## src/rtl/fwd_pkg.sv

```systemverilog
// fwd_pkg: shared select encoding and lane indices for the forwarding unit.
// Assumes select codes are consumed by three-input operand multiplexers.
package fwd_pkg;

    typedef enum logic [1:0] {
        FWD_REG = 2'b00,
        FWD_MEM = 2'b01,
        FWD_WB  = 2'b10
    } fwd_sel_e;

    localparam int LANES     = 4;
    localparam int LANE_EX_A = 0;
    localparam int LANE_EX_B = 1;
    localparam int LANE_ID_A = 2;
    localparam int LANE_ID_B = 3;

endpackage

```

## src/rtl/fwd_match_unit.sv

```systemverilog
// fwd_match_unit: decides the forwarding source for one operand.
// The memory stage wins over writeback because its result is younger.
// Destination zero never matches. A load in the memory stage blocks the memory path.
// USE_WB=0 builds a lane with no writeback path (decode comparator lanes).
module fwd_match_unit
    import fwd_pkg::*;
#(
    parameter int REG_W  = 5,
    parameter bit USE_WB = 1'b1
) (
    input  logic [REG_W-1:0] src_reg,
    input  logic [REG_W-1:0] mem_rd,
    input  logic             mem_is_load,
    input  logic [REG_W-1:0] wb_rd,
    output fwd_sel_e         sel
);

    logic mem_match;
    logic wb_match;
    logic mem_hit;
    logic wb_hit;

    // Raw register-number comparisons, ignoring register zero.
    always_comb begin
        mem_match = (src_reg == mem_rd) && (mem_rd != '0);
        wb_match  = (src_reg == wb_rd) && (wb_rd != '0);
    end

    // Qualify each match with the stage's eligibility.
    always_comb begin
        mem_hit = mem_match && !mem_is_load;
        wb_hit  = USE_WB && wb_match;
    end

    // Priority encode: memory stage first, then writeback, else register value.
    always_comb begin
        if (mem_hit) begin
            sel = FWD_MEM;
        end else if (wb_hit) begin
            sel = FWD_WB;
        end else begin
            sel = FWD_REG;
        end
    end

    // Guards on the chosen source against the stage inputs.
    always_comb begin
        if (sel != FWD_REG) begin
            assert_nonzero_dest_R7: assert (src_reg != '0)
                else $error("forward selected for source register zero");
        end
        if (sel == FWD_MEM) begin
            assert_no_load_fwd_R6: assert (!mem_is_load && src_reg == mem_rd)
                else $error("memory forward while load or mismatch");
        end
        if (sel == FWD_WB) begin
            assert_wb_match_R2: assert (src_reg == wb_rd && USE_WB)
                else $error("writeback forward without match");
        end
        if (!mem_is_load && mem_rd != '0 && src_reg == mem_rd) begin
            assert_mem_priority_R8: assert (sel == FWD_MEM)
                else $error("memory-stage match not selected");
        end
    end

endmodule

```

## src/rtl/fwd_mux3.sv

```systemverilog
// fwd_mux3: three-input operand multiplexer steered by a forwarding select.
// Assumes the unused select code 2'b11 never occurs and maps it to the register input.
module fwd_mux3
    import fwd_pkg::*;
#(
    parameter int DATA_W = 32
) (
    input  fwd_sel_e          sel,
    input  logic [DATA_W-1:0] in_reg,
    input  logic [DATA_W-1:0] in_mem,
    input  logic [DATA_W-1:0] in_wb,
    output logic [DATA_W-1:0] out
);

    // Pick the operand source named by the select code.
    always_comb begin
        unique case (sel)
            FWD_MEM: out = in_mem;
            FWD_WB:  out = in_wb;
            default: out = in_reg;
        endcase
    end

    // The output must carry the value of the selected input.
    always_comb begin
        if (sel == FWD_MEM) begin
            assert_mux_mem_R1: assert (out == in_mem)
                else $error("mux output differs from memory input");
        end
        if (sel == FWD_REG) begin
            assert_mux_reg_R4: assert (out == in_reg)
                else $error("mux output differs from register input");
        end
    end

endmodule

```

## src/rtl/fwd_unit.sv

```systemverilog
// fwd_unit: operand forwarding for the execute ALU inputs and decode branch comparator.
// Extracts source fields and the memory-stage opcode from instruction words.
// Builds four lanes: two execute lanes with memory and writeback paths, and two
// decode lanes with the memory path only. Purely combinational.
// Assumes destinations are already zero for instructions that write no register.
module fwd_unit
    import fwd_pkg::*;
#(
    parameter int              DATA_W   = 32,
    parameter int              IR_W     = 32,
    parameter int              REG_W    = 5,
    parameter int              OPC_W    = 6,
    parameter int              SRC1_LSB = 21,
    parameter int              SRC2_LSB = 16,
    parameter int              OPC_LSB  = 26,
    parameter logic [OPC_W-1:0] LOAD_OPC = 6'b100011
) (
    input  logic [IR_W-1:0]   id_ir,
    input  logic [IR_W-1:0]   ex_ir,
    input  logic [IR_W-1:0]   mem_ir,
    input  logic [REG_W-1:0]  mem_rd,
    input  logic [REG_W-1:0]  wb_rd,
    input  logic [DATA_W-1:0] id_reg_a,
    input  logic [DATA_W-1:0] id_reg_b,
    input  logic [DATA_W-1:0] ex_reg_a,
    input  logic [DATA_W-1:0] ex_reg_b,
    input  logic [DATA_W-1:0] mem_value,
    input  logic [DATA_W-1:0] wb_value,
    output logic [1:0]        ex_sel_a,
    output logic [1:0]        ex_sel_b,
    output logic [1:0]        id_sel_a,
    output logic [1:0]        id_sel_b,
    output logic [DATA_W-1:0] ex_alu_a,
    output logic [DATA_W-1:0] ex_alu_b,
    output logic [DATA_W-1:0] id_cmp_a,
    output logic [DATA_W-1:0] id_cmp_b
);

    localparam int EX_LANES = 2;

    logic                mem_is_load;
    logic [REG_W-1:0]    lane_src [LANES];
    logic [DATA_W-1:0]   lane_reg [LANES];
    logic [DATA_W-1:0]   lane_out [LANES];
    fwd_sel_e            lane_sel [LANES];

    // Detect a load in the memory stage from its opcode field.
    always_comb begin
        mem_is_load = (mem_ir[OPC_LSB +: OPC_W] == LOAD_OPC);
    end

    // Route source fields and register values to their lanes.
    always_comb begin
        lane_src[LANE_EX_A] = ex_ir[SRC1_LSB +: REG_W];
        lane_src[LANE_EX_B] = ex_ir[SRC2_LSB +: REG_W];
        lane_src[LANE_ID_A] = id_ir[SRC1_LSB +: REG_W];
        lane_src[LANE_ID_B] = id_ir[SRC2_LSB +: REG_W];
        lane_reg[LANE_EX_A] = ex_reg_a;
        lane_reg[LANE_EX_B] = ex_reg_b;
        lane_reg[LANE_ID_A] = id_reg_a;
        lane_reg[LANE_ID_B] = id_reg_b;
    end

    for (genvar g = 0; g < LANES; g++) begin : g_lane
        localparam bit HAS_WB = (g < EX_LANES);

        fwd_match_unit #(
            .REG_W  (REG_W),
            .USE_WB (HAS_WB)
        ) u_match (
            .src_reg     (lane_src[g]),
            .mem_rd      (mem_rd),
            .mem_is_load (mem_is_load),
            .wb_rd       (wb_rd),
            .sel         (lane_sel[g])
        );

        fwd_mux3 #(
            .DATA_W (DATA_W)
        ) u_mux (
            .sel    (lane_sel[g]),
            .in_reg (lane_reg[g]),
            .in_mem (mem_value),
            .in_wb  (wb_value),
            .out    (lane_out[g])
        );
    end

    // Drive the output ports from the lane results.
    always_comb begin
        ex_sel_a = lane_sel[LANE_EX_A];
        ex_sel_b = lane_sel[LANE_EX_B];
        id_sel_a = lane_sel[LANE_ID_A];
        id_sel_b = lane_sel[LANE_ID_B];
        ex_alu_a = lane_out[LANE_EX_A];
        ex_alu_b = lane_out[LANE_EX_B];
        id_cmp_a = lane_out[LANE_ID_A];
        id_cmp_b = lane_out[LANE_ID_B];
    end

    // Decode comparator lanes must never take the writeback value.
    always_comb begin
        assert_id_no_wb_R5: assert (id_sel_a != FWD_WB && id_sel_b != FWD_WB)
            else $error("decode comparator selected writeback");
    end

endmodule

```

## config.mk

```make
export PLATFORM = sky130hd
export DESIGN_NAME = fwd_unit
export DESIGN_NICKNAME = d
export VERILOG_FILES = /design/src/rtl/fwd_pkg.sv /design/src/rtl/fwd_match_unit.sv /design/src/rtl/fwd_mux3.sv /design/src/rtl/fwd_unit.sv
export SDC_FILE = /design/constraint.sdc
export NUM_CORES = 1
export LEC_CHECK = 0
export BUFFER_PORTS_ARGS = -buffer_cell sky130_fd_sc_hd__buf_4
export CAP_MARGIN = 10
export CORE_AREA = 2 2 167 169
export DETAILED_ROUTE_END_ITERATION = 10
export DIE_AREA = 0 0 169 171
export MAX_ROUTING_LAYER = met4
export PLACE_DENSITY = 0.39
export SLEW_MARGIN = 20
export SYNTH_ARGS = -nofsm -noshare
export SYNTH_HDL_FRONTEND = slang
export SYNTH_SLANG_ARGS = --single-unit
```

## constraint.sdc

```tcl
create_clock -name vclk -period 2.4
set_input_delay 0.36 -clock vclk [all_inputs]
set_output_delay 0.36 -clock vclk [all_outputs]
set_load 0.005 [all_outputs]
```

# Yosys cells after proc, flatten, opt, wreduce, memory -nomap -nowiden
# Cells that the tools add are included.
# Widths: inputs -> output; s select.
[totals] register_bits=0 n_memories=0 ramBits=0 output_inout_bits=136 input_bits=298 latchBits=0 rom_bits=0
[classes] bitwise=0 shift=0 order_cmp=0 div_mod_pow=0 add_sub_neg=0 n_eq_ne=15 mux=10 mul=0 reduce_logical=13
[ops] op="$pmux 32 s2" count=4
[ops] op="$eq 5x5->1" count=6
[ops] op="$logic_and 1x1->1" count=10
[ops] op="$reduce_bool 5->1" count=2
[ops] op="$mux 2" count=4
[ops] op="$eq 6x6->1 const B" count=1
[ops] op="$eq 1x2->1 const B" count=2
[ops] op="$eq 2x1->1 const B" count=2
[ops] op="$eq 2x2->1 const B" count=2
[ops] op="$eq 1x1->1 const B" count=2
[ops] op="$mux 1" count=2
[ops] op="$logic_not 1->1" count=1

# Logic depth before layout (Yosys ltp)
[logic_depth] ltp_word=6 depth_mapped=7 depth_no_buf=5

# Modules after synthesis
# From an unflattened synthesis, not the netlist that was laid out.
[hier_totals] cells_unflattened=524 area_unflattened_um2=3044.2
[modules_own_cells] mod="fwd_mux3" n_inst=4 cells_per_inst=113 area_each_um2=636.9 seq_area_each_um2=0.0
[modules_own_cells] mod="fwd_match_unit at g_lane[0].u_match ..." n_inst=2 cells_per_inst=22 area_each_um2=151.4 seq_area_each_um2=0.0
[modules_own_cells] mod="fwd_match_unit at g_lane[2].u_match ..." n_inst=2 cells_per_inst=13 area_each_um2=87.6 seq_area_each_um2=0.0
[modules_own_cells] mod="fwd_unit" n_inst=1 cells_per_inst=2 area_each_um2=18.8 seq_area_each_um2=0.0

# Least setup slack after synthesis
# Ideal clock, no wire load.
[synth_path] path_kind="in2out" startpoint="input mem_rd[3]" endpoint="output id_cmp_a[10]" required_ns=2.040 stages=6 arrival_time_ns=1.860 slack_ns=0.180 cell_sequence="clkbuf_1 -> or4_4 -> o22ai_4 -> nor4_4 -> buf_6 -> mux2_4"
[synth_between] elab_chain_len=6 elab_cells_between_ends=8 cone_classes="3 x eq/ne; 2 x mux; 3 x reduce/logical"
[synth_lines] item="start: declaration" line="fwd_unit.sv:21" source="input logic [REG_W-1:0] mem_rd,"
[synth_lines] item="$eq 5x5->1 / $reduce_bool 5->1 (equally long branches)"
[synth_lines] item="$logic_and 1x1->1 (*)" line="fwd_match_unit.sv:25" source="mem_match = (src_reg == mem_rd) && (mem_rd != '0);"
[synth_lines] item="$logic_and 1x1->1 (*)" line="fwd_match_unit.sv:31" source="mem_hit = mem_match && !mem_is_load;"
[synth_lines] item="$mux 1 (*)" line="fwd_match_unit.sv:37" source="if (mem_hit) begin"
[synth_lines] item="$eq 1x2->1 / $eq 1x1->1 (equally long branches)" line="fwd_mux3.sv:17" source="unique case (sel)"
[synth_lines] item="$pmux 32 s2 (*)" line="fwd_mux3.sv:17"
[synth_lines] item="end: declaration" line="fwd_unit.sv:35" source="output logic [DATA_W-1:0] id_cmp_a,"
# Every way passes the cells marked *; elsewhere a longest branch is shown, timed or not.

# Worst setup path after layout
[layout_path] startpoint="input mem_ir[29]" endpoint="output id_cmp_b[2]"
[layout_between] elab_chain_len=6 elab_cells_between_ends=7 cone_classes="3 x eq/ne; 2 x mux; 2 x reduce/logical"
[layout_lines] item="start: declaration" line="fwd_unit.sv:20" source="input logic [IR_W-1:0] mem_ir,"
[layout_lines] item="$eq 6x6->1 (*)" line="fwd_unit.sv:49" source="mem_is_load = (mem_ir[OPC_LSB +: OPC_W] == LOAD_OPC);"
[layout_lines] item="$logic_not 1->1 (*)" line="fwd_match_unit.sv:31"
[layout_lines] item="$logic_and 1x1->1 (*)" line="fwd_match_unit.sv:31"
[layout_lines] item="$mux 1 (*)" line="fwd_match_unit.sv:37"
[layout_lines] item="$eq 1x2->1 / $eq 1x1->1 (equally long branches)" line="fwd_mux3.sv:17"
[layout_lines] item="$pmux 32 s2 (*)" line="fwd_mux3.sv:17"
[layout_lines] item="end: declaration" line="fwd_unit.sv:36" source="output logic [DATA_W-1:0] id_cmp_b"
# Marked as above.

==> impl_metrics.json <==
{
  "status": "finished, violations left",
  "violations": "setup timing",
  "fin_nets": 1126,
  "design.seq.count": 0,
  "die_h_um": 171,
  "hp-class": "primary input to output port",
  "worstPathRequired_ns": 2.04,
  "p_sw_uw": 750,
  "regArea_um2": 0,
  "syn_inst": 447,
  "power_frac_clock": 0,
  "cp_max_fo": 11,
  "yosysSeqAreaShare": 0,
  "die_x_um": 169,
  "p_per_area_nw_per_um2": 209,
  "num_antenna_cells": 0,
  "combPwrFrac": 1.000,
  "arrival_ns": 2.18,
  "cp-start-kind": "primary input",
  "synth_top_area_frac": 0.268,
  "synth_area_leader_cell": "mux2_4",
  "routed_wl_mm": 26.9,
  "coreArea_um2": 27300,
  "yosysWarningCount": 0,
  "gr-total-overflow": 0,
  "fin_cells": 1172,
  "pin_count": 434,
  "syn_avg_cell_area_um2": 7.26,
  "grt_pass1_wl_mm": 35.7,
  "dr.pass1.iters": 6,
  "utilization": 0.290,
  "netlist_area_um2": 3240,
  "drc_errors": 0,
  "rows": 61,
  "switching_share": 0.453,
  "synth_top_cells_by_count": "nand3_1 (68), a31oi_1 (64), nor4_1 (64)",
  "critPathCaptureType": "output port",
  "place.gp.congestion": 0.829,
  "period_share": 1.06,
  "synthDistinctLibCells": 25,
  "viasPerCell": 4.73,
  "slew_violations": 0,
  "hold_violations": 0,
  "critical_path_class": "primary input to output port",
  "worst_slack_ns": -0.138,
  "antenna_found_initial": 0,
  "yosys-top-cells-area": "mux2_4 (27%), a31oi_1 (12%), nor4_1 (12%)",
  "grt_usage": 0.167,
  "grt_setup_unrepaired": "yes",
  "synth_most_common_cell": "nand3_1",
  "drtAntennaViolNets": 0,
  "grt_pass1_vias": 5531,
  "whs_ns": 1.01,
  "p_seq_frac": 0,
  "whs_path_depth": 3,
  "place_inst": 1143,
  "leakage_uw": 0.00331,
  "worst_pin_slew_ns": 0.604,
  "finalSetupViolations": 113,
  "die-area_um2": 28900,
  "max-cap-violations": 0,
  "portBuffers": 362,
  "drive_above_1_share": 0.680,
  "clock.fmax_mhz": 394,
  "clock_buffers": 0,
  "drt_iter0_drc": 305,
  "area_growth_pct": 145,
  "maxSlewHeadroom": 0.594,
  "wl_per_cell_um": 23.0,
  "hpwl_mm": 19.8,
  "grt_max_degree": 33,
  "ir_drop_mv": 0.104,
  "p_int_uw": 905,
  "fin_crit_ns": 2.54,
  "vias": 5548,
  "initial_core_util": 0.119
}
[cell usage in the layout (no fill, tap or decap), types with 6 or more instances in the layout]
cell / count
buf_4: 323
buf_6: 88
nand3_1: 65
mux2_4: 58
o21ai_0: 53
a31oi_1: 52
nor4_1: 47
buf_12: 20
xnor2_1: 19
o21ai_1: 11
clkbuf_16: 11
xor2_1: 10
a31oi_4: 10
nor4_4: 10
nor4_2: 9
mux2_2: 6
[power groups by stage]
stage / sequential, uW / combinational (uW) / clock, uW
after detailed placement: 0 / 1440 / 0
after floorplan: 0 / 521 / 0
after global placement: 0 / 1440 / 0
after global routing: 0 / 1760 / 0
final: 0 / 1660 / 0
after CTS: 0 / 1530 / 0
[per-stage QoR]
step / area [um2] / power, uW / TNS [ns] / setup slack (ns)
finish: 7940 / 1660 / -7.72 / -0.138
CTS: 7150 / 1530 / -10.68 / -0.156
detailed placement: 6670 / 1440 / -15.67 / -0.220
global placement: 6670 / 1440 / -13.41 / -0.197
global route: 7940 / 1760 / -14.25 / -0.172
floorplan: 3250 / 521 / 0 / 0.180
[final timing paths]
path | startpoint | to | slack (ns)
setup / recovery | mem_ir[29] | id_cmp_b[2] | -0.14
hold / removal | id_reg_a[14] | id_cmp_a[14] | 1.01
[routing by layer]
| layer | up-vias | wire [um] | part of all wire | global-route usage |
|---|---|---|---|---|
| li1 | 2520 | - | - | - |
| met1 | 2679 | 11000 | 0.41 | 0.207 |
| met2 | 327 | 13900 | 0.52 | 0.308 |
| met3 | 22 | 1780 | 0.066 | 0.0132 |
| met4 | 0 | 283 | 0.011 | 0.0152 |
| met5 | - | 0 | 0 | - |
[cell type report]
class                      instances  area, um2
fill                            2954      19400
timing repair buffer             447       4200
multi-input combinational        377       3280
tap                              346        433
inverter                           2       15.0
[critical path, cell delays in order]
cell and delay [ns]:
buf_6 0.09, or4b_4 0.54, o22ai_4 0.23, buf_12 0.16, nor4_4 0.05, buf_4 0.16
buf_12 0.15, mux2_4 0.31, buf_6 0.12
[kinds of logic (layout without fill, tap and decap cells)]
family / after synthesis / after routing / share of synthesized area
AO/OA/AOI/OAI: 133 / 133 / 0.242
XOR/XNOR: 30 / 30 / 0.0810
buffers and inverters: 71 / 449 / 0.119
multiplexers: 64 / 64 / 0.289
other: 1 / 2 / 0.00116
AND/OR/NAND/NOR: 148 / 148 / 0.268
[repair_timing]
action                     4_1_cts  5_1_grt
hold buffers                     0        0
buffers inserted                 7        7
setup endpoints to repair      128      128
cloned                           4       11
resized for setup               85       84
pin swaps                        4       21
No activity file was read; power rests on OpenSTA's default activity.
